File: src/rtl/serial_audio_rx_pkg.sv
package serial_audio_rx_pkg;

  typedef enum logic [1:0] {
    FMT_I2S   = 2'b00,
    FMT_LEFT  = 2'b01,
    FMT_RIGHT = 2'b10,
    FMT_ALT   = 2'b11
  } fmt_e;

  // Number of data bits selected by the width code.
  function automatic int unsigned width_bits(input logic [1:0] wsel);
    case (wsel)
      2'b00:   return 16;
      2'b01:   return 18;
      2'b10:   return 20;
      default: return 24;
    endcase
  endfunction

  // Slot (counted from the frame edge) that carries the MSB.
  function automatic int unsigned first_slot(input logic [1:0] fmt,
                                             input logic [1:0] wsel,
                                             input int unsigned slots);
    case (fmt_e'(fmt))
      FMT_LEFT:  return 0;
      FMT_RIGHT: return slots - width_bits(wsel);
      default:   return 1;
    endcase
  endfunction

  // lrck level that marks the left half-frame.
  function automatic logic left_level(input logic [1:0] fmt);
    return (fmt == FMT_LEFT) || (fmt == FMT_RIGHT);
  endfunction

endpackage

File: src/rtl/serial_audio_frame_track.sv
module serial_audio_frame_track #(
  parameter int unsigned CNT_W = 7
) (
  input  logic             clk,
  input  logic             rst,
  input  logic             lrck,
  input  logic             left_lvl,
  output logic             frame_edge,
  output logic [CNT_W-1:0] slot_idx,
  output logic             cur_left,
  output logic             prev_left,
  output logic             synced
);
  localparam logic [CNT_W-1:0] SLOT_MAX = {CNT_W{1'b1}};

  logic             primed_q;
  logic             lrck_q;
  logic [CNT_W-1:0] slot_q;
  logic             left_q;
  logic             sync_q;

  always_comb begin
    frame_edge = primed_q && (lrck != lrck_q);
    if (frame_edge)
      slot_idx = '0;
    else if (slot_q == SLOT_MAX)
      slot_idx = slot_q;
    else
      slot_idx = slot_q + 1'b1;
    cur_left  = frame_edge ? (lrck == left_lvl) : left_q;
    prev_left = left_q;
    synced    = sync_q;
  end

  always_ff @(posedge clk) begin
    if (rst) begin
      primed_q <= 1'b0;
      lrck_q   <= 1'b0;
      slot_q   <= SLOT_MAX;
      left_q   <= 1'b0;
      sync_q   <= 1'b0;
    end else begin
      primed_q <= 1'b1;
      lrck_q   <= lrck;
      slot_q   <= slot_idx;
      left_q   <= cur_left;
      if (frame_edge)
        sync_q <= 1'b1;
    end
  end
endmodule

File: src/rtl/serial_audio_bit_capture.sv
module serial_audio_bit_capture #(
  parameter int unsigned OUT_W = 24,
  parameter int unsigned CNT_W = 7
) (
  input  logic             clk,
  input  logic             rst,
  input  logic             frame_edge,
  input  logic [CNT_W-1:0] slot_idx,
  input  logic [CNT_W-1:0] start_slot,
  input  logic [CNT_W-1:0] nbits,
  input  logic             sdata,
  output logic [OUT_W-1:0] word
);
  logic [OUT_W-1:0] acc_q;
  logic [OUT_W-1:0] acc_d;
  logic [CNT_W-1:0] pos;
  logic             in_window;

  always_comb begin
    pos       = slot_idx - start_slot;
    in_window = (slot_idx >= start_slot) && (pos < nbits);
    acc_d     = frame_edge ? '0 : acc_q;
    for (int b = 0; b < OUT_W; b++) begin
      if (in_window && (pos == CNT_W'(OUT_W - 1 - b)))
        acc_d[b] = sdata;
    end
  end

  always_ff @(posedge clk) begin
    if (rst)
      acc_q <= '0;
    else
      acc_q <= acc_d;
  end

  // On a frame edge this still holds the half-frame that just closed.
  assign word = acc_q;
endmodule

File: src/rtl/serial_audio_pair_out.sv
module serial_audio_pair_out #(
  parameter int unsigned OUT_W = 24
) (
  input  logic             clk,
  input  logic             rst,
  input  logic             frame_edge,
  input  logic             synced,
  input  logic             prev_left,
  input  logic [OUT_W-1:0] word,
  output logic             out_valid,
  output logic [OUT_W-1:0] out_left,
  output logic [OUT_W-1:0] out_right
);
  logic [OUT_W-1:0] left_hold_q;
  logic             have_left_q;

  always_ff @(posedge clk) begin
    if (rst) begin
      left_hold_q <= '0;
      have_left_q <= 1'b0;
      out_valid   <= 1'b0;
      out_left    <= '0;
      out_right   <= '0;
    end else begin
      out_valid <= 1'b0;
      if (frame_edge && synced) begin
        if (prev_left) begin
          left_hold_q <= word;
          have_left_q <= 1'b1;
        end else if (have_left_q) begin
          out_left    <= left_hold_q;
          out_right   <= word;
          out_valid   <= 1'b1;
          have_left_q <= 1'b0;
        end
      end
    end
  end
endmodule

File: src/rtl/serial_audio_rx.sv
module serial_audio_rx #(
  parameter int unsigned OUT_W = 24,
  parameter int unsigned SLOTS = 32
) (
  input  logic             clk,
  input  logic             rst,
  input  logic             lrck,
  input  logic             sdata,
  input  logic [1:0]       fmt,
  input  logic [1:0]       wsel,
  output logic             out_valid,
  output logic [OUT_W-1:0] out_left,
  output logic [OUT_W-1:0] out_right
);
  import serial_audio_rx_pkg::*;

  localparam int unsigned CNT_W = $clog2(SLOTS) + 2;

  logic             frame_edge;
  logic [CNT_W-1:0] slot_idx;
  logic             cur_left;
  logic             prev_left;
  logic             synced;
  logic [CNT_W-1:0] start_slot;
  logic [CNT_W-1:0] nbits;
  logic             left_lvl;
  logic [OUT_W-1:0] word;

  always_comb begin
    start_slot = CNT_W'(first_slot(fmt, wsel, SLOTS));
    nbits      = CNT_W'(width_bits(wsel));
    left_lvl   = left_level(fmt);
  end

  serial_audio_frame_track #(.CNT_W(CNT_W)) track_i (
    .clk(clk), .rst(rst), .lrck(lrck), .left_lvl(left_lvl),
    .frame_edge(frame_edge), .slot_idx(slot_idx), .cur_left(cur_left),
    .prev_left(prev_left), .synced(synced)
  );

  serial_audio_bit_capture #(.OUT_W(OUT_W), .CNT_W(CNT_W)) cap_i (
    .clk(clk), .rst(rst), .frame_edge(frame_edge), .slot_idx(slot_idx),
    .start_slot(start_slot), .nbits(nbits), .sdata(sdata), .word(word)
  );

  serial_audio_pair_out #(.OUT_W(OUT_W)) pair_i (
    .clk(clk), .rst(rst), .frame_edge(frame_edge), .synced(synced),
    .prev_left(prev_left), .word(word), .out_valid(out_valid),
    .out_left(out_left), .out_right(out_right)
  );
endmodule

File: config.mk
export PLATFORM = sky130hd
export DESIGN_NAME = serial_audio_rx
export DESIGN_NICKNAME = d
export VERILOG_FILES = /design/src/rtl/serial_audio_rx_pkg.sv /design/src/rtl/serial_audio_frame_track.sv /design/src/rtl/serial_audio_bit_capture.sv /design/src/rtl/serial_audio_pair_out.sv /design/src/rtl/serial_audio_rx.sv
export SDC_FILE = /design/constraint.sdc
export NUM_CORES = 1
export LEC_CHECK = 0
export ABC_AREA = 1
export BUFFER_PORTS_ARGS = -buffer_cell sky130_fd_sc_hd__buf_2
export CORE_MARGIN = 8
export CORE_UTILIZATION = 45
export CTS_BUF_LIST = sky130_fd_sc_hd__clkbuf_8
export DETAILED_ROUTE_END_ITERATION = 16
export SLEW_MARGIN = 10
export SYNTH_ARGS = -nofsm -noshare
export SYNTH_HDL_FRONTEND = slang
export SYNTH_SLANG_ARGS = --single-unit
File: constraint.sdc
create_clock -name clk -period 4.4 [get_ports clk]
set_clock_uncertainty 0.05 [all_clocks]
set_input_delay 0.66 -clock clk [delete_from_list [all_inputs] [get_ports clk]]
set_output_delay 0.66 -clock clk [all_outputs]
set_load 0.05 [all_outputs]
==> metrics.txt, run 1 <==
# TYPE chip_impl_metric gauge
chip_impl_metric{name="post_cts.resized_instances",unit=""} 0
chip_impl_info{name="grt_setup_unrepaired",value="false"} 1
chip_impl_info{name="critPathLaunchType",value="flop"} 1
chip_impl_info{name="tritoncts",value="yes"} 1
chip_impl_metric{name="r2r_cells",unit=""} 18
chip_impl_metric{name="die_height",unit="microns"} 120
chip_impl_metric{name="insertedDiodeCount",unit=""} 0
chip_impl_metric{name="detail_route.iter0.violations",unit=""} 350
chip_impl_metric{name="dr_total_vias",unit=""} 4238
chip_impl_metric{name="intPower",unit="uW"} 1430
chip_impl_metric{name="seq_area_frac_synth",unit="%"} 44.7
chip_impl_metric{name="max_fanout_on_critical_path",unit=""} 12
chip_impl_info{name="holdPathEnd",value="pair_i.out_left[14]"} 1
chip_impl_metric{name="grt_antenna_before_repair",unit=""} 0
chip_impl_metric{name="fin_worst_hold_slack",unit="ps"} 396
chip_impl_metric{name="layout.area.seq",unit="sq mm"} 0.00218
chip_impl_metric{name="start_util",unit="%"} 45.6
chip_impl_metric{name="hold_viol_final",unit=""} 0
chip_impl_metric{name="firstDrtPassIters",unit=""} 7
chip_impl_info{name="hp-start",value="pair_i.out_left[14]"} 1
chip_impl_metric{name="netlist-cell-type-count",unit=""} 31
chip_impl_metric{name="sw_frac_of_total",unit="%"} 34.6
chip_impl_info{name="ys.flop_type",value="sky130_fd_sc_hd__dfxtp_1"} 1
chip_impl_metric{name="cts_post_setup_buffers_inserted",unit=""} 0
chip_impl_metric{name="setup_viol_count_final",unit=""} 0
chip_impl_metric{name="routabilityCongestion",unit=""} 0.802
chip_impl_info{name="result_of_the_run",value="complete, no violations"} 1
chip_impl_metric{name="fin_nets",unit=""} 735
chip_impl_metric{name="totalNegativeSetupSlack",unit="ps"} 0
chip_impl_metric{name="timing.fmax",unit="MHz"} 274
chip_impl_metric{name="clockBufferDepth",unit=""} 2
chip_impl_metric{name="comb_power_share",unit="%"} 25.4
chip_impl_metric{name="drv.max_cap_violation_count",unit=""} 0
chip_impl_metric{name="cts_buffers",unit=""} 9
chip_impl_info{name="critical-path-slowest-cell",value="sky130_fd_sc_hd__dfxtp_1"} 1
chip_impl_metric{name="h-tree-depth",unit=""} 3
chip_impl_metric{name="synth_async_sr_flop_share",unit="%"} 0
chip_impl_metric{name="ys_ff_latch",unit=""} 109
chip_impl_metric{name="multi_input_comb_area",unit="sq mm"} 0.00218
chip_impl_metric{name="period_minus_slack",unit="ps"} 3650
chip_impl_info{name="synth_top_area_cell",value="sky130_fd_sc_hd__dfxtp_1"} 1
chip_impl_metric{name="final-max-slew-violation-count",unit=""} 0
chip_impl_metric{name="critPathArrivalTime",unit="ps"} 3850
chip_impl_metric{name="design.die.area",unit="sq mm"} 0.0144
chip_impl_metric{name="max-slew-margin-rel",unit="%"} 40.1
chip_impl_info{name="netlist_top_cells_area",value="sky130_fd_sc_hd__dfxtp_1, sky130_fd_sc_hd__nand2_1, sky130_fd_sc_hd__a21oi_1"} 1
chip_impl_metric{name="timing.critical_path.required",unit="ps"} 4600
chip_impl_metric{name="num_rows",unit=""} 38
chip_impl_metric{name="synth_cells",unit=""} 679
chip_impl_metric{name="drive_gt1_share",unit="%"} 13.4
chip_impl_metric{name="power-per-cell-area",unit="mW/mm^2"} 405
chip_impl_info{name="r2r-end",value="cap_i.word[0]"} 1
chip_impl_metric{name="syn_to_final_growth",unit="%"} 10.5
chip_impl_info{name="crit_chain",value="ha_1 -> inv_1 -> nor2_2 -> nand2_2 -> o21ai_0 -> ha_1 -> inv_1 -> fa_1 -> xor2_1 -> ha_1 -> a21oi_1 -> nand2_1 -> nand3_1 -> o21ai_0 -> inv_1 -> nand4_1 -> nand2_1 -> nor2_1"} 1
chip_impl_metric{name="gr-total-overflow",unit=""} 0
chip_impl_metric{name="place_hpwl",unit="mm"} 7.59
chip_impl_info{name="cpLargestDelayFamily",value="adder cells"} 1
chip_impl_metric{name="post-route-drc-count",unit=""} 0
chip_impl_metric{name="io-pin-count",unit=""} 57
chip_impl_info{name="classification_of_the_worst_setup_path",value="reg2reg"} 1
chip_impl_metric{name="syn-num-nets",unit=""} 701
chip_impl_metric{name="first_pass_grt_wire_length",unit="mm"} 18.3
chip_impl_metric{name="peakVddDrop",unit="uV"} 191
chip_impl_metric{name="drt-vias-per-instance",unit=""} 4.94
chip_impl_metric{name="routedWlPerCell",unit="microns"} 12.6
chip_impl_metric{name="dieWidth",unit="microns"} 120
chip_impl_metric{name="synth_area_per_cell",unit="sq um"} 7.18
chip_impl_metric{name="worst_skew_pair_later_pin_latency",unit="ps"} 360
chip_impl_info{name="cts_root_buffer",value="sky130_fd_sc_hd__clkbuf_8"} 1
chip_impl_metric{name="timing.hold.worst_path_depth",unit=""} 2
chip_impl_metric{name="synth_edf_count",unit=""} 0
chip_impl_metric{name="ant_nets",unit=""} 0
chip_impl_metric{name="synth-warning-count",unit=""} 0
chip_impl_metric{name="post_cts_hold_buffer_count",unit=""} 0
chip_impl_metric{name="post-route-period-util",unit="%"} 82.9
chip_impl_metric{name="nFillCells",unit=""} 1115
chip_impl_metric{name="post_synth_instance_area",unit="sq mm"} 0.00488
chip_impl_metric{name="ff2ff_setup_slack",unit="ps"} 750
chip_impl_metric{name="cts.clk_slew.worst_paths",unit="ps"} 100
chip_impl_metric{name="timing.critical_path.slowest_cell_delay",unit="ps"} 410
chip_impl_metric{name="io_buffer_count",unit=""} 56
chip_impl_info{name="hold_path.class",value="reg2reg"} 1
chip_impl_metric{name="fraction_of_power_consumed_by_the_clock_network",unit="%"} 27.3
chip_impl_metric{name="clkSinkCount",unit=""} 109
chip_impl_metric{name="leakage",unit="uW"} 0.00229
chip_impl_metric{name="netlist.area_leader.share",unit="%"} 44.7
chip_impl_metric{name="groute.usage.overall",unit="%"} 15.2
chip_impl_metric{name="critical_path.n_buffers_inverters",unit=""} 3
chip_impl_metric{name="timing_worst_slew_pin_value",unit="ps"} 898
chip_impl_metric{name="maximum_number_of_pins_on_one_net_before_global_route_repair",unit=""} 98
chip_impl_metric{name="power_frac_seq",unit="%"} 47.3
chip_impl_metric{name="routed_wirelength",unit="mm"} 10.8
chip_impl_metric{name="p_switching",unit="uW"} 756
chip_impl_info{name="endpoint_kind",value="flop"} 1
chip_impl_info{name="crit-reg2reg-launch",value="track_i.slot_q[0]"} 1
chip_impl_metric{name="first_global_vias",unit=""} 3859
chip_impl_metric{name="core-area",unit="sq mm"} 0.0107
## synthesized netlist by cell type, types with 2 or more instances
master                     instances
sky130_fd_sc_hd__nand4_1           7
sky130_fd_sc_hd__nor3_1            3
sky130_fd_sc_hd__nand3_1          56
sky130_fd_sc_hd__nor2_2            2
sky130_fd_sc_hd__a21oi_1          81
sky130_fd_sc_hd__buf_4             2
sky130_fd_sc_hd__inv_1            87
sky130_fd_sc_hd__dfxtp_1         109
sky130_fd_sc_hd__nand2_2           5
sky130_fd_sc_hd__nand2_1         131
sky130_fd_sc_hd__clkbuf_1         29
sky130_fd_sc_hd__nand3_2           3
sky130_fd_sc_hd__buf_1             2
sky130_fd_sc_hd__xor2_1            3
sky130_fd_sc_hd__nor2_1           63
sky130_fd_sc_hd__buf_2             3
sky130_fd_sc_hd__nand3b_1          2
sky130_fd_sc_hd__ha_1             13
sky130_fd_sc_hd__inv_2             3
sky130_fd_sc_hd__o21ai_0          56
sky130_fd_sc_hd__buf_6             2
sky130_fd_sc_hd__nor2_4            2
sky130_fd_sc_hd__a31oi_1           6
sky130_fd_sc_hd__a21oi_2           2
## registers in the layout (all words and copies together), names as in the netlist
register / count
track_i.slot_q: 7
cap_i.word: 24
track_i.primed_q: 1
pair_i.out_valid: 1
track_i.synced: 1
pair_i.out_left: 24
track_i.lrck_q: 1
pair_i.left_hold_q: 24
pair_i.out_right: 24
track_i.prev_left: 1
pair_i.have_left_q: 1
## metal layers
metal | global-route usage (%) | wire [microns]
met5 | 0 | 0
met4 | 5.54 | 193
met3 | 3.52 | 642
met2 | 24.4 | 4720
met1 | 19.4 | 5230
## worst min-delay path: cells and delay by family, from the launching register on
family                 cells  cell delay, ps
AO/OA/AOI/OAI              1              50
buffers and inverters      1              40
flip-flops                 1             320
## placed cells by master (no fill, tap or decap), drive strengths merged
master / n
a21oi: 83
buf: 61
or2: 1
ha: 13
nand4: 7
nand3b: 2
nand2: 137
o21ai: 56
fa: 1
clkbuf: 9
nor3: 3
nor2: 68
inv: 94
bufinv: 1
a31oi: 6
xor2: 3
o21bai: 2
clkinv: 3
nand3: 59
dfxtp: 109
## per-stage QoR
stage	area, sq um	setup slack [ps]	total power [uW]	std cells	utilization [%]
3_3_place_gp	5200	698	1600	842	48.6
4_1_cts	5390	734	2210	858	50.4
3_5_place_dp	5200	530	1610	842	48.6
2_1_floorplan	4880	807	1520	679	-
6_report	5390	753	2180	858	50.4
5_1_grt	5390	430	2320	858	50.4
## power by group through the flow
stage          combinational (uW)  sequential (uW)  clock [uW]
2_1_floorplan                 475             1050           0
3_3_place_gp                  541             1050           0
3_5_place_dp                  554             1060           0
4_1_cts                       556             1030         617
5_1_grt                       636             1040         652
6_report                      554             1030         597
## how the worst max path moves through the flow
stage | start | endpoint | slack (ps) | cells after the start
floorplan | lrck | cap_i.word[7] | 810 | 20
global placement | lrck | cap_i.word[4] | 700 | 19
detailed placement | lrck | cap_i.word[0] | 530 | 19
CTS | track_i.slot_q[0] | cap_i.word[0] | 730 | 18
global route | track_i.slot_q[0] | cap_i.word[7] | 430 | 18
finish | track_i.slot_q[0] | cap_i.word[0] | 750 | 18
## kinds of logic after synthesis
| group | after synthesis | synth area share, % |
|---|---|---|
| AOI/OAI and AO/OA | 147 | 15.6 |
| xor gates and xnor gates | 3 | 0.539 |
| adders and majority gates | 14 | 3.75 |
| buffers and inverters | 129 | 10.5 |
| DFF | 109 | 44.7 |
| and+or+nand+nor | 277 | 24.9 |
## final cells by class
cell class                      count  area share, %
Clock inverter                      7           1.21
Timing Repair Buffer               61           5.90
Tap cell                          140           3.25
Inverter                           91           6.34
Multi-Input combinational cell    441           40.5
Sequential cell                   109           40.5
Clock buffer                        9           2.30
(Power assumes the default switching activity.)
==> run 2: changes to the inputs <==
Clock period 4.4 ns to 3.77 ns, I/O delays scaled along.
==> run 2 against run 1 <==
  * Global-route usage grew 0.38 points
  * Via count grew 0.92%
  * Worst setup slack lost 380 ps
  * Sequential share of layout area shrank 0.66 points
  * Clock-buffer cell count grew 1
  * Combinational power grew 23%
  * Total power grew 22%
  * First-iteration DRC count shrank 11%
  * Core utilization grew 0.83 points
==> metrics.txt, run 2 (synthesis results as in run 1) <==
# TYPE chip_impl_metric gauge
chip_impl_info{name="result_of_the_run",value="complete, no violations"} 1
chip_impl_metric{name="h-tree-depth",unit=""} 3
chip_impl_metric{name="cts.clk_slew.worst_paths",unit="ps"} 100
chip_impl_metric{name="first_pass_grt_wire_length",unit="mm"} 18.7
chip_impl_metric{name="worst_skew_pair_later_pin_latency",unit="ps"} 370
chip_impl_info{name="endpoint_kind",value="flop"} 1
chip_impl_metric{name="grt_antenna_before_repair",unit=""} 0
chip_impl_metric{name="max_fanout_on_critical_path",unit=""} 6
chip_impl_info{name="hp-start",value="lrck"} 1
chip_impl_metric{name="dieWidth",unit="microns"} 120
chip_impl_metric{name="cts_buffers",unit=""} 9
chip_impl_metric{name="first_global_vias",unit=""} 3959
chip_impl_info{name="cts_root_buffer",value="sky130_fd_sc_hd__clkbuf_8"} 1
chip_impl_metric{name="final-max-slew-violation-count",unit=""} 0
chip_impl_metric{name="r2r_cells",unit=""} 20
chip_impl_metric{name="number_of_cells_on_the_critical_path",unit=""} 20
chip_impl_metric{name="insertedDiodeCount",unit=""} 0
chip_impl_info{name="grt_setup_unrepaired",value="false"} 1
chip_impl_metric{name="routedWlPerCell",unit="microns"} 12.9
chip_impl_metric{name="power-per-cell-area",unit="mW/mm^2"} 484
chip_impl_metric{name="timing.hold.worst_path_depth",unit=""} 3
chip_impl_metric{name="placedInstanceArea",unit="sq mm"} 0.00524
chip_impl_info{name="critPathLaunchType",value="flop"} 1
chip_impl_info{name="tritoncts",value="yes"} 1
chip_impl_metric{name="critical_path.n_buffers_inverters",unit=""} 2
chip_impl_metric{name="setup_viol_count_final",unit=""} 0
chip_impl_metric{name="post-route-drc-count",unit=""} 0
chip_impl_metric{name="groute.usage.overall",unit="%"} 15.5
chip_impl_metric{name="core-area",unit="sq mm"} 0.0107
chip_impl_metric{name="place_hpwl",unit="mm"} 7.89
chip_impl_info{name="classification_of_the_worst_setup_path",value="reg2reg"} 1
chip_impl_info{name="hold_path.class",value="in2reg"} 1
chip_impl_metric{name="nFillCells",unit=""} 1106
chip_impl_info{name="final_common_cell",value="sky130_fd_sc_hd__nand2_1"} 1
chip_impl_info{name="critical-path-slowest-cell",value="sky130_fd_sc_hd__fa_1"} 1
chip_impl_metric{name="syn_to_final_growth",unit="%"} 12.3
chip_impl_info{name="layout.cells.most_common_list",value="sky130_fd_sc_hd__nand2_1, sky130_fd_sc_hd__dfxtp_1, sky130_fd_sc_hd__inv_1"} 1
chip_impl_metric{name="totalNegativeSetupSlack",unit="ps"} 0
chip_impl_metric{name="clkSinkCount",unit=""} 109
chip_impl_metric{name="dr_total_vias",unit=""} 4277
chip_impl_metric{name="routabilityCongestion",unit=""} 0.863
chip_impl_metric{name="drive_gt1_share",unit="%"} 14.3
chip_impl_metric{name="timing_worst_slew_pin_value",unit="ps"} 802
chip_impl_metric{name="gr-total-overflow",unit=""} 0
chip_impl_info{name="crit-reg2reg-launch",value="track_i.slot_q[0]"} 1
chip_impl_metric{name="design.die.area",unit="sq mm"} 0.0144
chip_impl_info{name="cell_mode_on_critical_path",value="sky130_fd_sc_hd__nand2_1"} 1
chip_impl_metric{name="post-route-period-util",unit="%"} 90.1
chip_impl_metric{name="comb_power_share",unit="%"} 25.6
chip_impl_metric{name="critPathArrivalTime",unit="ps"} 3620
chip_impl_metric{name="period_minus_slack",unit="ps"} 3400
chip_impl_metric{name="p_switching",unit="uW"} 887
chip_impl_metric{name="final_area",unit="sq mm"} 0.00548
chip_impl_metric{name="clockBufferDepth",unit=""} 2
chip_impl_metric{name="timing.critical_path.required",unit="ps"} 3990
chip_impl_metric{name="firstDrtPassIters",unit=""} 5
chip_impl_metric{name="timing.critical_path.slowest_cell_delay",unit="ps"} 430
chip_impl_metric{name="ff2ff_setup_slack",unit="ps"} 370
chip_impl_metric{name="drv.max_cap_violation_count",unit=""} 0
chip_impl_metric{name="io-pin-count",unit=""} 57
chip_impl_metric{name="max-slew-margin-rel",unit="%"} 46.4
chip_impl_metric{name="hold_viol_final",unit=""} 0
chip_impl_metric{name="post_cts_hold_buffer_count",unit=""} 0
chip_impl_metric{name="power_frac_seq",unit="%"} 45.2
chip_impl_metric{name="sw_frac_of_total",unit="%"} 33.4
chip_impl_metric{name="leakage",unit="uW"} 0.00233
chip_impl_metric{name="fraction_of_power_consumed_by_the_clock_network",unit="%"} 29.2
chip_impl_metric{name="intPower",unit="uW"} 1770
chip_impl_metric{name="maximum_number_of_pins_on_one_net_before_global_route_repair",unit=""} 69
chip_impl_metric{name="num_rows",unit=""} 38
chip_impl_metric{name="peakVddDrop",unit="uV"} 239
chip_impl_metric{name="io_buffer_count",unit=""} 56
chip_impl_info{name="holdPathEnd",value="track_i.lrck_q"} 1
chip_impl_metric{name="fin_worst_hold_slack",unit="ps"} 388
chip_impl_metric{name="die_height",unit="microns"} 120
chip_impl_info{name="r2r-end",value="cap_i.word[6]"} 1
chip_impl_metric{name="drt-vias-per-instance",unit=""} 4.96
chip_impl_metric{name="timing.fmax",unit="MHz"} 294
chip_impl_info{name="crit_chain",value="ha_1 -> inv_1 -> nor2_2 -> nand2_2 -> o21ai_1 -> ha_1 -> inv_1 -> fa_1 -> xor2_2 -> ha_1 -> a21oi_1 -> nand2_1 -> nand3_1 -> o21ai_0 -> nand2_1 -> nand3_1 -> nor2_1 -> nand2_1 -> nand2_1 -> nor2_1"} 1
chip_impl_metric{name="fin_nets",unit=""} 739
chip_impl_info{name="cpLargestDelayFamily",value="adder cells"} 1
chip_impl_metric{name="detail_route.iter0.violations",unit=""} 312
chip_impl_metric{name="start_util",unit="%"} 45.6
chip_impl_metric{name="ant_nets",unit=""} 0
chip_impl_metric{name="routed_wirelength",unit="mm"} 11.1
## run 2: changes by cell type in the layout (fill, tap and decap cells not counted), sizes merged
cell    previous run  this run
bufinv             1         2
clkbuf             9        10
clkinv             3         1
buf               61        65
## run 2: tightest hold or removal path: cells and delay by family
kind / cells / cell delay [ps]
buffers and inverters: 2 / 170
and+or+nand+nor: 1 / 30
## run 2: power by group through the flow
stage	clock (uW)	sequential (uW)	combinational [uW]
floorplan	0	1220	555
global placement	0	1220	644
detailed placement	0	1220	658
CTS	799	1200	660
global route	843	1200	773
finish	776	1200	680
## run 2: worst max path at each step
| stage | from | endpoint | slack (ps) |
|---|---|---|---|
| floorplan | lrck | cap_i.word[7] | 270 |
| global placement | lrck | cap_i.word[3] | 320 |
| detailed placement | track_i.slot_q[0] | cap_i.word[4] | 210 |
| CTS | track_i.slot_q[0] | cap_i.word[4] | 200 |
| global route | track_i.slot_q[0] | cap_i.word[6] | 20 |
| finish | track_i.slot_q[0] | cap_i.word[6] | 370 |
## run 2: final cells by class
cell class	instances	area, sq um	share of cell area [%]
Tap cell	140	175	3.20
Sequential cell	109	2180	39.8
Clock buffer	10	138	2.51
Inverter	91	342	6.23
Multi-Input combinational cell	441	2200	40.1
Timing Repair Buffer	65	360	6.58
Clock inverter	6	85.1	1.55
## run 2: per-layer routing
| layer | vias to the layer above | part of all wire (%) | GRT usage, % |
|---|---|---|---|
| li1 | 2247 | - | - |
| met1 | 1932 | 48 | 19.9 |
| met2 | 86 | 45 | 25.5 |
| met3 | 12 | 5.2 | 3.33 |
| met4 | 0 | 1.3 | 5.23 |
| met5 | - | 0 | 0 |
## run 2: through the flow
stage,util (%),setup slack [ps],instances,total power [uW]
floorplan,-,272,679,1770
global placement,48.9,318,845,1870
detailed placement,48.9,213,845,1880
CTS,51.0,196,861,2660
global route,51.2,19.2,862,2820
finish,51.2,373,862,2650
## run 2: what timing repair did
| action | in CTS | in global routing |
|---|---|---|
| resized for setup | 0 | 5 |
| buffers inserted | 0 | 1 |
| setup endpoints to repair | 0 | 8 |
==> run 3: changes to the inputs <==
Settings changed: CTS_BUF_LIST sky130_fd_sc_hd__clkbuf_8 to unset.
==> run 3 against run 2 <==
  * Die area unchanged
  * Core utilization is the same
  * Total power is 0.19% higher
  * Routed wire length barely moved
  * Sequential share of layout area is the same
  * Combinational power hardly changed
  * Cell count is the same
  * Global-route usage did not move
  * Worst setup slack about the same
  * Via count is essentially flat
  * Largest power group unchanged
==> metrics.txt, run 3 (synthesis results as in run 1) <==
# TYPE chip_impl_metric gauge
chip_impl_info{name="result_of_the_run",value="complete, no violations"} 1
chip_impl_metric{name="firstDrtPassIters",unit=""} 5
chip_impl_metric{name="comb_power_share",unit="%"} 25.6
chip_impl_metric{name="design.die.area",unit="sq mm"} 0.0144
chip_impl_metric{name="io_buffer_count",unit=""} 56
chip_impl_info{name="critPathLaunchType",value="flop"} 1
chip_impl_info{name="layout.cells.most_common_list",value="sky130_fd_sc_hd__nand2_1, sky130_fd_sc_hd__dfxtp_1, sky130_fd_sc_hd__inv_1"} 1
chip_impl_metric{name="r2r_cells",unit=""} 20
chip_impl_metric{name="setup_slack",unit="ps"} 373
chip_impl_metric{name="gr-total-overflow",unit=""} 0
chip_impl_metric{name="hold_viol_final",unit=""} 0
chip_impl_metric{name="fin_nets",unit=""} 739
chip_impl_metric{name="syn_to_final_growth",unit="%"} 12.3
chip_impl_info{name="hp-start",value="lrck"} 1
chip_impl_metric{name="timing.critical_path.required",unit="ps"} 3990
chip_impl_metric{name="detail_route.iter0.violations",unit=""} 308
chip_impl_metric{name="final-max-slew-violation-count",unit=""} 0
chip_impl_metric{name="setup_viol_count_final",unit=""} 0
chip_impl_metric{name="cts.clk_slew.worst_paths",unit="ps"} 100
chip_impl_metric{name="fin_worst_hold_slack",unit="ps"} 388
chip_impl_metric{name="placedInstanceArea",unit="sq mm"} 0.00524
chip_impl_metric{name="drive_gt1_share",unit="%"} 14.3
chip_impl_metric{name="grt_antenna_before_repair",unit=""} 0
chip_impl_metric{name="drt-vias-per-instance",unit=""} 4.96
chip_impl_info{name="holdPathEnd",value="track_i.lrck_q"} 1
chip_impl_metric{name="timing_worst_slew_pin_value",unit="ps"} 803
chip_impl_metric{name="critPathArrivalTime",unit="ps"} 3620
chip_impl_metric{name="cts_buffers",unit=""} 9
chip_impl_info{name="cts_root_buffer",value="sky130_fd_sc_hd__clkbuf_8"} 1
chip_impl_metric{name="ant_nets",unit=""} 0
chip_impl_info{name="crit-reg2reg-launch",value="track_i.slot_q[0]"} 1
chip_impl_metric{name="post-route-period-util",unit="%"} 90.1
chip_impl_metric{name="period_minus_slack",unit="ps"} 3400
chip_impl_metric{name="first_global_vias",unit=""} 3959
chip_impl_metric{name="dieWidth",unit="microns"} 120
chip_impl_info{name="grt_setup_unrepaired",value="false"} 1
chip_impl_metric{name="max-slew-margin-rel",unit="%"} 46.4
chip_impl_metric{name="timing.hold.worst_path_depth",unit=""} 3
chip_impl_metric{name="num_rows",unit=""} 38
chip_impl_metric{name="peakVddDrop",unit="uV"} 239
chip_impl_metric{name="nFillCells",unit=""} 1106
chip_impl_metric{name="clkSinkCount",unit=""} 109
chip_impl_metric{name="preCtsSetupSlack",unit="ps"} 213
chip_impl_info{name="endpoint_kind",value="flop"} 1
chip_impl_info{name="r2r-end",value="cap_i.word[6]"} 1
chip_impl_metric{name="h-tree-depth",unit=""} 3
chip_impl_metric{name="layout.area.seq",unit="sq mm"} 0.00218
chip_impl_metric{name="fraction_of_power_consumed_by_the_clock_network",unit="%"} 29.4
chip_impl_metric{name="power.total",unit="uW"} 2660
chip_impl_metric{name="place_hpwl",unit="mm"} 7.89
chip_impl_info{name="cp-startpoint",value="track_i.slot_q[0]"} 1
chip_impl_info{name="classification_of_the_worst_setup_path",value="reg2reg"} 1
chip_impl_metric{name="worst_skew_pair_later_pin_latency",unit="ps"} 370
chip_impl_metric{name="sw_frac_of_total",unit="%"} 33.3
chip_impl_metric{name="ff2ff_setup_slack",unit="ps"} 370
chip_impl_metric{name="clockBufferDepth",unit=""} 2
chip_impl_metric{name="leakage",unit="uW"} 0.00232
chip_impl_metric{name="intPower",unit="uW"} 1770
chip_impl_metric{name="post_cts_hold_buffer_count",unit=""} 0
chip_impl_metric{name="final_area",unit="sq mm"} 0.00548
chip_impl_metric{name="routed_wirelength",unit="mm"} 11.1
chip_impl_metric{name="p_switching",unit="uW"} 887
chip_impl_metric{name="power_frac_seq",unit="%"} 45.1
chip_impl_metric{name="post-route-drc-count",unit=""} 0
chip_impl_metric{name="routedWlPerCell",unit="microns"} 12.9
chip_impl_metric{name="max_fanout_on_critical_path",unit=""} 6
chip_impl_metric{name="start_util",unit="%"} 45.6
chip_impl_info{name="hold_path.class",value="in2reg"} 1
chip_impl_metric{name="totalNegativeSetupSlack",unit="ps"} 0
chip_impl_info{name="final_common_cell",value="sky130_fd_sc_hd__nand2_1"} 1
chip_impl_metric{name="io-pin-count",unit=""} 57
chip_impl_metric{name="dr_total_vias",unit=""} 4273
chip_impl_metric{name="routabilityCongestion",unit=""} 0.863
chip_impl_metric{name="timing.fmax",unit="MHz"} 294
chip_impl_metric{name="power-per-cell-area",unit="mW/mm^2"} 485
chip_impl_metric{name="multi_input_comb_area",unit="sq mm"} 0.00220
chip_impl_metric{name="first_pass_grt_wire_length",unit="mm"} 18.7
chip_impl_metric{name="drv.max_cap_violation_count",unit=""} 0
chip_impl_metric{name="groute.usage.overall",unit="%"} 15.5
chip_impl_metric{name="insertedDiodeCount",unit=""} 0
chip_impl_metric{name="die_height",unit="microns"} 120
chip_impl_metric{name="core-area",unit="sq mm"} 0.0107
chip_impl_info{name="tritoncts",value="yes"} 1
chip_impl_metric{name="maximum_number_of_pins_on_one_net_before_global_route_repair",unit=""} 69
run 3: changes by cell type in the layout (fill, tap and decap cells not counted), sizes merged:
cell,before,now
clkbuf,10,12
inv,94,92
run 3: area by class of cell:
type | count | area share [%]
repair buffers | 65 | 6.58
clock buffers | 12 | 2.65
multi-input cells | 441 | 40.1
inverters | 91 | 6.23
clock inverters | 4 | 1.42
well taps | 140 | 3.20
flip-flops and latches | 109 | 39.8
run 3: critical path: stages, from the launching register on:
cell	delay [ps]
sky130_fd_sc_hd__dfxtp_1	410
sky130_fd_sc_hd__ha_1	200
sky130_fd_sc_hd__inv_1	70
sky130_fd_sc_hd__nor2_2	140
sky130_fd_sc_hd__nand2_2	110
sky130_fd_sc_hd__o21ai_1	190
sky130_fd_sc_hd__ha_1	170
sky130_fd_sc_hd__inv_1	70
sky130_fd_sc_hd__fa_1	430
sky130_fd_sc_hd__xor2_2	190
sky130_fd_sc_hd__ha_1	280
sky130_fd_sc_hd__a21oi_1	180
sky130_fd_sc_hd__nand2_1	70
sky130_fd_sc_hd__nand3_1	60
sky130_fd_sc_hd__o21ai_0	140
sky130_fd_sc_hd__nand2_1	90
sky130_fd_sc_hd__nand3_1	90
sky130_fd_sc_hd__nor2_1	160
sky130_fd_sc_hd__nand2_1	60
sky130_fd_sc_hd__nand2_1	80
sky130_fd_sc_hd__nor2_1	40
run 3: timing repair:
| action | in CTS | in global routing |
|---|---|---|
| setup buffers | 0 | 1 |
| setup endpoints to repair | 0 | 8 |
| gates resized for setup | 0 | 5 |
run 3: power by group through the flow:
| stage | Sequential (uW) | Combinational [uW] | Clock, uW |
|---|---|---|---|
| 6_report | 1200 | 680 | 781 |
| 4_1_cts | 1200 | 660 | 804 |
| 3_5_place_dp | 1220 | 658 | 0 |
| 5_1_grt | 1200 | 773 | 848 |
| 3_3_place_gp | 1220 | 644 | 0 |
| 2_1_floorplan | 1220 | 555 | 0 |
run 3: how the worst max path moves through the flow:
stage / end / cells past startpoint
6_report: cap_i.word[6] / 20
5_1_grt: cap_i.word[6] / 20
4_1_cts: cap_i.word[4] / 18
3_5_place_dp: cap_i.word[4] / 18
3_3_place_gp: cap_i.word[3] / 19
2_1_floorplan: cap_i.word[7] / 20
run 3: per-layer routing:
metal	up-vias	part of all wire (%)	GRT usage [%]
met3	12	5.2	3.33
met1	1929	48	19.9
met2	86	45	25.5
met5	-	0	0
met4	0	1.3	5.23
li1	2246	-	-
run 3: per-stage QoR:
step | cells | utilization (%)
6_report | 862 | 51.2
2_1_floorplan | 679 | -
4_1_cts | 861 | 51.0
3_5_place_dp | 845 | 48.9
3_3_place_gp | 845 | 48.9
5_1_grt | 862 | 51.2
